$ cat src/rtl/irqc_pkg.sv
// Package irqc_pkg: shared address map, step encoding and decode helper for
// the vectored interrupt router. Assumes 12-bit byte addresses, word
// registers on 8-byte pairs (bit 2 selects the upper word).
package irqc_pkg;
    localparam int ADDR_W = 12;

    localparam logic [ADDR_W-1:0] A_ID     = 12'h000;
    localparam logic [ADDR_W-1:0] A_MASK   = 12'h020;
    localparam logic [ADDR_W-1:0] A_EDGE   = 12'h028;
    localparam logic [ADDR_W-1:0] A_CLR    = 12'h030;
    localparam logic [ADDR_W-1:0] A_STAT   = 12'h080;
    localparam logic [ADDR_W-1:0] A_POL    = 12'h088;
    localparam logic [ADDR_W-1:0] A_VEC    = 12'h400;
    localparam logic [ADDR_W-1:0] A_RTE    = 12'h800;

    // Kind of state step taken in one cycle
    typedef enum logic [2:0] {
        OP_IDLE,
        OP_RISE,
        OP_FALL,
        OP_MASK,
        OP_CLEAR
    } op_e;

    // True when addr falls on either word of the register pair at base
    function automatic logic pair_hit(input logic [ADDR_W-1:0] addr,
                                      input logic [ADDR_W-1:0] base);
        return (addr[ADDR_W-1:3] == base[ADDR_W-1:3]) && (addr[1:0] == 2'b00);
    endfunction
endpackage

$ cat src/rtl/irqc_lowest.sv
// Module irqc_lowest: finds the lowest set bit of a request vector.
// Purely combinational; idx is zero when nothing is requested.
module irqc_lowest #(
    parameter int N = 64
) (
    input  logic [N-1:0]         req,
    output logic                 found,
    output logic [$clog2(N)-1:0] idx
);
    localparam int IW = $clog2(N);

    // Scan from the top so the lowest set bit is written last
    always_comb begin
        found = |req;
        idx   = '0;
        for (int i = N - 1; i >= 0; i--) begin
            if (req[i]) idx = IW'(i);
        end
    end
endmodule

$ cat src/rtl/irqc_byte_table.sv
// Module irqc_byte_table: N entries of W bits, written one entry per cycle,
// all entries visible in parallel. Assumes a single writer.
module irqc_byte_table #(
    parameter int            N         = 64,
    parameter int            W         = 8,
    parameter logic [W-1:0]  RESET_VAL = '0
) (
    input  logic                   clk,
    input  logic                   rst_n,
    input  logic                   wr_en,
    input  logic [$clog2(N)-1:0]   wr_idx,
    input  logic [W-1:0]           wr_data,
    output logic [N-1:0][W-1:0]    entries
);
    localparam int IW = $clog2(N);

    logic [N-1:0] ent_we;

    // Per-entry write enable decode
    for (genvar g = 0; g < N; g++) begin : g_we
        assign ent_we[g] = wr_en && (wr_idx == IW'(g));
    end

    // Entry storage with reset value
    always_ff @(posedge clk) begin
        if (!rst_n) begin
            for (int i = 0; i < N; i++) entries[i] <= RESET_VAL;
        end else begin
            for (int i = 0; i < N; i++) begin
                if (ent_we[i]) entries[i] <= wr_data;
            end
        end
    end

    // table holds the reset value after reset
    assert_table_reset_R1: assert property (@(posedge clk)
        !rst_n |=> (entries[0] == RESET_VAL && entries[N-1] == RESET_VAL));
endmodule

$ cat src/rtl/irq_route_ctrl.sv
// Module irq_route_ctrl: 2*DATA_W interrupt sources with per-source edge or
// level capture, pending / mask / in-service state, and routing of each
// serviced source to one of NOUT lines through a vector table.
// Assumes irq_in is synchronous to clk. One step per cycle: an input change
// (lowest index first) or an accepted bus access; input changes stall the bus.
module irq_route_ctrl
    import irqc_pkg::*;
#(
    parameter int                DATA_W   = 32,
    parameter int                NOUT     = 64,
    parameter int                ENTRY_W  = 8,
    parameter logic [DATA_W-1:0] ID_VALUE = 32'h7A11_C0DE
) (
    input  logic                  clk,
    input  logic                  rst_n,
    input  logic [2*DATA_W-1:0]   irq_in,
    input  logic                  bus_valid,
    input  logic                  bus_write,
    input  logic [ADDR_W-1:0]     bus_addr,
    input  logic [DATA_W-1:0]     bus_wdata,
    output logic                  bus_ready,
    output logic [DATA_W-1:0]     bus_rdata,
    output logic                  bus_rvalid,
    output logic [NOUT-1:0]       irq_out
);
    localparam int NSRC   = 2 * DATA_W;
    localparam int IDX_W  = $clog2(NSRC);
    localparam int LINE_W = $clog2(NOUT);

    logic [NSRC-1:0] mask_q, edge_q, pend_q, isr_q, last_q, pol_q;
    logic [NSRC-1:0] mask_n, edge_n, pend_n, isr_n, last_n, pol_n;
    logic [NOUT-1:0] out_n;
    logic [NSRC-1:0][ENTRY_W-1:0] vec_tab, rte_tab;

    // ---------------- input change detection ----------------
    logic [NSRC-1:0]  diff, ev_bit;
    logic             ev_found;
    logic [IDX_W-1:0] ev_idx;

    assign diff = irq_in ^ last_q;

    irqc_lowest #(.N(NSRC)) u_ev_pick (
        .req   (diff),
        .found (ev_found),
        .idx   (ev_idx)
    );

    assign ev_bit    = ev_found ? (NSRC'(1) << ev_idx) : '0;
    assign bus_ready = !ev_found;

    // ---------------- bus decode ----------------
    logic            acc_wr, acc_rd, hi_half;
    logic            wr_mask, wr_edge, wr_clr, wr_stat, wr_pol, clr_hit;
    logic            vec_hit, rte_hit;
    logic [NSRC-1:0] wide_data, keep_other, mask_wr_val;
    logic [IDX_W-1:0] tab_idx;

    assign acc_wr  = bus_valid && bus_ready && bus_write;
    assign acc_rd  = bus_valid && bus_ready && !bus_write;
    assign hi_half = bus_addr[2];
    assign tab_idx = bus_addr[IDX_W-1:0];
    assign vec_hit = bus_addr[ADDR_W-1:IDX_W] == A_VEC[ADDR_W-1:IDX_W];
    assign rte_hit = bus_addr[ADDR_W-1:IDX_W] == A_RTE[ADDR_W-1:IDX_W];

    assign wide_data  = hi_half ? {bus_wdata, {DATA_W{1'b0}}}
                                : {{DATA_W{1'b0}}, bus_wdata};
    assign keep_other = hi_half ? {{DATA_W{1'b0}}, {DATA_W{1'b1}}}
                                : {{DATA_W{1'b1}}, {DATA_W{1'b0}}};

    assign wr_mask = acc_wr && pair_hit(bus_addr, A_MASK);
    assign wr_edge = acc_wr && pair_hit(bus_addr, A_EDGE);
    assign wr_clr  = acc_wr && pair_hit(bus_addr, A_CLR);
    assign wr_stat = acc_wr && pair_hit(bus_addr, A_STAT);
    assign wr_pol  = acc_wr && pair_hit(bus_addr, A_POL);
    assign clr_hit = wr_clr && |(edge_q & wide_data);

    assign mask_wr_val = (mask_q & keep_other) | wide_data;

    // ---------------- step selection ----------------
    op_e op;

    // Choose the single state step for this cycle; inputs first
    always_comb begin
        if (ev_found)     op = irq_in[ev_idx] ? OP_RISE : OP_FALL;
        else if (wr_mask) op = OP_MASK;
        else if (clr_hit) op = OP_CLEAR;
        else              op = OP_IDLE;
    end

    // ---------------- assert / deassert candidates ----------------
    logic [NSRC-1:0]  a_cand, d_cand, a_oh, d_oh;
    logic             a_found, d_found;
    logic [IDX_W-1:0] a_idx, d_idx;
    logic [NOUT-1:0]  a_line_oh, d_line_oh;

    // Candidate sets for the assert and deassert evaluations
    always_comb begin
        a_cand = '0;
        d_cand = '0;
        case (op)
            OP_RISE:  a_cand = ev_bit & ~mask_q;
            OP_FALL:  d_cand = ev_bit & isr_q;
            OP_MASK: begin
                a_cand = mask_q & ~mask_wr_val & pend_q;
                d_cand = ~mask_q & mask_wr_val & isr_q;
            end
            OP_CLEAR: d_cand = wide_data & isr_q;
            default: ;
        endcase
    end

    irqc_lowest #(.N(NSRC)) u_as_pick (.req(a_cand), .found(a_found), .idx(a_idx));
    irqc_lowest #(.N(NSRC)) u_ds_pick (.req(d_cand), .found(d_found), .idx(d_idx));

    assign a_oh      = a_found ? (NSRC'(1) << a_idx) : '0;
    assign d_oh      = d_found ? (NSRC'(1) << d_idx) : '0;
    assign a_line_oh = a_found ? (NOUT'(1) << vec_tab[a_idx][LINE_W-1:0]) : '0;
    assign d_line_oh = d_found ? (NOUT'(1) << vec_tab[d_idx][LINE_W-1:0]) : '0;

    // ---------------- next state ----------------
    // Apply the chosen step and any plain register write
    always_comb begin
        mask_n = mask_q;
        edge_n = edge_q;
        pend_n = pend_q;
        last_n = last_q;
        pol_n  = pol_q;
        isr_n  = isr_q;
        case (op)
            OP_RISE: begin
                pend_n = pend_q | ev_bit;
                last_n = last_q | ev_bit;
            end
            OP_FALL: begin
                last_n = last_q & ~ev_bit;
                if ((edge_q & ev_bit) == '0) pend_n = pend_q & ~ev_bit;
            end
            OP_MASK:  mask_n = mask_wr_val;
            OP_CLEAR: begin
                pend_n = pend_q & ~wide_data;
                isr_n  = isr_q & ~wide_data;
            end
            default: ;
        endcase
        if (wr_edge) edge_n = (edge_q & keep_other) | wide_data;
        if (wr_pol)  pol_n  = (pol_q & keep_other) | wide_data;
        if (wr_stat) isr_n  = (isr_q & keep_other) | wide_data;
        isr_n = (isr_n | a_oh) & ~d_oh;
        out_n = (irq_out | a_line_oh) & ~d_line_oh;
    end

    // ---------------- tables ----------------
    irqc_byte_table #(.N(NSRC), .W(ENTRY_W), .RESET_VAL(ENTRY_W'(0))) u_vec_tab (
        .clk     (clk),
        .rst_n   (rst_n),
        .wr_en   (acc_wr && vec_hit),
        .wr_idx  (tab_idx),
        .wr_data (bus_wdata[ENTRY_W-1:0]),
        .entries (vec_tab)
    );

    irqc_byte_table #(.N(NSRC), .W(ENTRY_W), .RESET_VAL(ENTRY_W'(1))) u_rte_tab (
        .clk     (clk),
        .rst_n   (rst_n),
        .wr_en   (acc_wr && rte_hit),
        .wr_idx  (tab_idx),
        .wr_data (bus_wdata[ENTRY_W-1:0]),
        .entries (rte_tab)
    );

    // ---------------- read mux ----------------
    logic [DATA_W-1:0] rd_word;
    logic [NSRC-1:0]   stat_view;

    assign stat_view = isr_q & ~mask_q;

    // Select one word for the read response
    always_comb begin
        rd_word = '0;
        if (vec_hit)                      rd_word = DATA_W'(vec_tab[tab_idx]);
        else if (rte_hit)                 rd_word = DATA_W'(rte_tab[tab_idx]);
        else if (pair_hit(bus_addr, A_ID))   rd_word = hi_half ? DATA_W'(NSRC - 1) : ID_VALUE;
        else if (pair_hit(bus_addr, A_MASK)) rd_word = hi_half ? mask_q[NSRC-1:DATA_W] : mask_q[DATA_W-1:0];
        else if (pair_hit(bus_addr, A_EDGE)) rd_word = hi_half ? edge_q[NSRC-1:DATA_W] : edge_q[DATA_W-1:0];
        else if (pair_hit(bus_addr, A_STAT)) rd_word = hi_half ? stat_view[NSRC-1:DATA_W] : stat_view[DATA_W-1:0];
        else if (pair_hit(bus_addr, A_POL))  rd_word = hi_half ? pol_q[NSRC-1:DATA_W] : pol_q[DATA_W-1:0];
    end

    // ---------------- registers ----------------
    // State, output lines and read response registers
    always_ff @(posedge clk) begin
        if (!rst_n) begin
            mask_q     <= '1;
            edge_q     <= '0;
            pend_q     <= '0;
            isr_q      <= '0;
            last_q     <= '0;
            pol_q      <= '0;
            irq_out    <= '0;
            bus_rvalid <= 1'b0;
            bus_rdata  <= '0;
        end else begin
            mask_q     <= mask_n;
            edge_q     <= edge_n;
            pend_q     <= pend_n;
            isr_q      <= isr_n;
            last_q     <= last_n;
            pol_q      <= pol_n;
            irq_out    <= out_n;
            bus_rvalid <= acc_rd;
            if (acc_rd) bus_rdata <= rd_word;
        end
    end

    // ---------------- assertions ----------------
    // reset leaves lines low, nothing in service, everything masked
    assert_reset_state_R1: assert property (@(posedge clk)
        !rst_n |=> (irq_out == '0 && isr_q == '0 && mask_q == '1 && !bus_rvalid));

    // at most one source enters service per cycle (status writes aside)
    assert_single_grant_R11: assert property (@(posedge clk) disable iff (!rst_n)
        !$past(wr_stat) |-> ($countones(isr_q & ~$past(isr_q)) <= 1));

    // a source entering service is unmasked
    assert_grant_unmasked_R4: assert property (@(posedge clk) disable iff (!rst_n)
        !$past(wr_stat) |-> ((isr_q & ~$past(isr_q) & mask_q) == '0));

    // a clear naming no edge source leaves pending untouched
    assert_clear_edge_only_R5: assert property (@(posedge clk) disable iff (!rst_n)
        $past(wr_clr && !clr_hit) |-> (pend_q == $past(pend_q)));

    // a grant with no competing deassert raises the routed line
    assert_line_raised_R7: assert property (@(posedge clk) disable iff (!rst_n)
        $past(a_found && !d_found) |-> |(irq_out & $past(a_line_oh)));

    // a stalled request produces no read response
    assert_stall_no_read_R10: assert property (@(posedge clk) disable iff (!rst_n)
        (bus_valid && !bus_ready) |=> !bus_rvalid);
endmodule

$ cat config.mk
export PLATFORM = sky130hd
export DESIGN_NAME = irq_route_ctrl
export DESIGN_NICKNAME = d
export VERILOG_FILES = /design/src/rtl/irqc_pkg.sv /design/src/rtl/irqc_lowest.sv /design/src/rtl/irqc_byte_table.sv /design/src/rtl/irq_route_ctrl.sv
export SDC_FILE = /design/constraint.sdc
export NUM_CORES = 2
export LEC_CHECK = 0
export ABC_CLOCK_PERIOD_IN_PS = 8540
export BUFFER_PORTS_ARGS = -buffer_cell sky130_fd_sc_hd__buf_4
export CAP_MARGIN = 20
export CORE_AREA = 3 3 382 384
export DETAILED_ROUTE_END_ITERATION = 10
export DIE_AREA = 0 0 385 387
export PLACE_DENSITY = 0.73
export RECOVER_POWER = 25
export SYNTH_ARGS = -nofsm -noshare
export SYNTH_HDL_FRONTEND = slang
export SYNTH_HIERARCHICAL = 1
export SYNTH_SLANG_ARGS = --single-unit
$ cat constraint.sdc
create_clock -name clk -period 8.54 [get_ports clk]
set_clock_uncertainty 0.05 [all_clocks]
set_input_delay 0.427 -clock clk [delete_from_list [all_inputs] [get_ports clk]]
set_output_delay 0.427 -clock clk [all_outputs]
set_load 0.005 [all_outputs]
==> out/metrics.yaml <==
synthMuxAreaShare_pct: 29.1
grt_pass1_wl_um: 496000
drv_slew: 179
leakagePower_nw: 39.6
postRouteWirelength_um: 344000
ir_worst_vdd_uv: 204
portBuffers: 209
synth-xor-area-share_pct: 0.691
viasPerCell: 6.77
track_usage_pct: 44.7
ys_async_sr_fraction_pct: 0
cts_made_buffers: 159
yosys.area.top_type: "dfxtp_1"
area_growth_pct: 18.3
p_comb_share_pct: 12.3
synth-edff-count: 0
cts-htree-levels: 4
powerDensity_nw_per_um2: 171
rsz0062_at_grt: "true"
synth-seq-cells: 1505
placed_area_um2: 89800
clockBufferDepth: 3
violations: "max-capacitance violations, max-slew violations"
end_kind: "flop"
p_seq_share_pct: 42.9
nNetsFinal: 9100
synth_cell_types: 102
status: "finished with violations"
worst_slew_pin_slew_ns: 2.13
drive_above_1_share_pct: 24.4
synth_top_area_share_pct: 37.1
cp_max_fo: 18
cp.arrival_ns: 9.09
row_count: 139
gr-total-overflow: 0
swShare_pct: 27.2
die_x_um: 385
num_vias: 74700
synth_adder_area_share_pct: 0
cts_tree: "done"
die_height_um: 387
postRouteAntennaNets: 0
drc: 0
setup_viol: 0
yosys_warnings: 6
cap_violations: 7
grt_pass1_vias: 72900
syn_area_um2: 81200
initial_core_util_pct: 56.7
relSlewSlack_pct: -42.1
clk_latency_ns: 0.85
critPathKind: "flop to flop"
synth_compound_gate_area_share_pct: 11.4
routedWlPerCell_um: 31.2
die_area_um2: 149000
nFillCells: 11200
p_clk_share_pct: 44.7
gp_congestion: 1.05
internal_power_w: 0.0120
fin_crit_sh_pct: 98.9
final_common_cell: "nand2_1"
fin_cells: 11000
dpl.hpwl_um: 243000
drtPass1Iterations: 9
path_common_cell: "buf_4"
synth_area_leaders: "dfxtp_1 (37%), mux2i_1 (15%), mux4_2 (14%)"
cp_data_required_time_ns: 9.18
hold_path.class: "primary input to flop"
cp_slowest_cell: "mux4_2"
synthFlopType: "dfxtp_1"
crit_path_max_incr_delay_ns: 0.58
drt_iter0_markers: 9982
p_sw_w: 0.00447
hold_start: "bus_wdata[30]"
hold_violations: 0
clock-sinks: 1505
grt_max_degree: 213
seq_area_frac_synth_pct: 37.1
cts_root_buffer: "clkbuf_16"
clkTransAtPathRegs_ns: 0.06
synth_nets: 8516
synth_top_family_by_area: "multiplexers"
core_um2: 143000
syn-instance-count: 8404
dp.cells: 10700
synth_area_per_cell_um2: 9.66
fin_crit_ns: 8.45
fmax_ghz: 0.118
final_cell_mix: "nand2_1 (1692), dfxtp_1 (1498), mux2i_1 (1202), buf_4 (936), mux4_2 (490)"
synth-simple-area-share_pct: 17.5
final_area_um2: 96000
antenna_found_initial: 9
io_pins: 210
worstSetupStartpointType: "flop"
==> power groups by stage <==
| stage | Sequential [W] | Clock (W) | Combinational, W |
|---|---|---|---|
| 3_5_place_dp | 0.00721 | 0 | 0.00190 |
| 2_1_floorplan | 0.00720 | 0 | 0.000975 |
| 6_report | 0.00706 | 0.00736 | 0.00203 |
| 3_3_place_gp | 0.00721 | 0 | 0.00189 |
| 5_1_grt | 0.00705 | 0.00766 | 0.00208 |
| 4_1_cts | 0.00706 | 0.00738 | 0.00193 |
==> repair_timing <==
item	4_1_cts	5_1_grt
cloned	1	1
hold buffers	20	0
endpoints found under the setup margin	64	64
setup buffers	6	13
endpoints found under the hold margin	59	0
resized for setup	42	111
pin swaps	8	22
==> cell families (layout without fill, tap and decap cells) <==
family                 count (synthesis)  in the layout
AND/OR/NAND/NOR                     2849           2849
multiplexers                        1734           1734
flip-flops                          1505           1505
AO/OA/AOI/OAI                       1453           1453
buffers and inverters                799           1508
XOR/XNOR                              64             64
other                                  0              5
==> cell usage after synthesis (17+ instances only) <==
cell / count
nand2_1: 1712
dfxtp_1: 1505
mux2i_1: 1202
clkbuf_1: 526
mux4_2: 490
a21oi_1: 459
o21ai_0: 281
nor2_1: 268
nand3_1: 130
nor2b_1: 128
o22ai_1: 109
a22oi_1: 99
buf_2: 89
a211oi_1: 86
nor3_1: 77
nand2_2: 76
inv_1: 74
nand4b_1: 66
xor2_1: 64
buf_1: 63
a32oi_1: 60
nor4_1: 59
nor3b_1: 56
a31oi_1: 55
o211ai_1: 53
nor2_8: 40
mux2_2: 35
and3_1: 32
a221o_1: 26
o2bb2ai_1: 26
and2_1: 25
nand2b_1: 24
buf_4: 21
o221ai_1: 18
a32o_1: 17
o21bai_1: 17
==> per-stage QoR <==
stage / power [W] / hold slack, ns / utilization (%) / TNS (ns) / setup slack (ns)
floorplan: 0.00817 / 0.382 / - / 0 / 0.00722
global placement: 0.00911 / 0.389 / 62.7 / -34.04 / -0.668
detailed placement: 0.00911 / 0.396 / 62.7 / -33.93 / -0.640
CTS: 0.0164 / 0.00702 / 66.9 / 0 / 0.00251
global route: 0.0168 / 0.0308 / 67.1 / -0.313 / -0.0812
finish: 0.0164 / 0.0419 / 67.1 / 0 / 0.0939
==> worst max-delay path, delay by kind of cell, from the launching register on <==
family / cells / cell delay [ns]
compound gates: 14 / 2.85
xor+xnor: 1 / 0.24
buf+inv: 11 / 2.05
flops: 1 / 0.43
mux: 3 / 1.39
simple gates: 6 / 1.24
==> path summary, 6_finish.rpt <==
check / to / slack [ns] / depth (start not counted)
max: irq_out[7]$_SDFF_PN0_ / 0.09 / 35
min: flop / 0.04 / 3
max reg2reg: irq_out[7]$_SDFF_PN0_ / 0.09 / 35
min reg2reg: bus_rdata[18]$_SDFFE_PN0P_ / 0.40 / 2
==> layout make-up <==
| class | count | area, um^2 | share of cell area [%] |
|---|---|---|---|
| repair buffers | 1144 | 9380 | 9.77 |
| inverters | 78 | 303 | 0.315 |
| clock buffers | 222 | 4570 | 4.76 |
| clock inverters | 64 | 962 | 1.00 |
| multi-input cells | 6100 | 48300 | 50.3 |
| flip-flops and latches | 1505 | 30100 | 31.4 |
| diodes | 5 | 12.5 | 0.0130 |
| well taps | 1903 | 2380 | 2.48 |
==> layer usage <==
layer  up-vias  GRT usage (%)  wire length (um)
met2      4888           67.8            151000
met4        10           33.0             30900
met1     36600           54.9            125000
met3      1352           11.5             37000
met5         -              0                58
li1      31800              -                 -
Note: power is estimated with default switching activity, not from simulation.
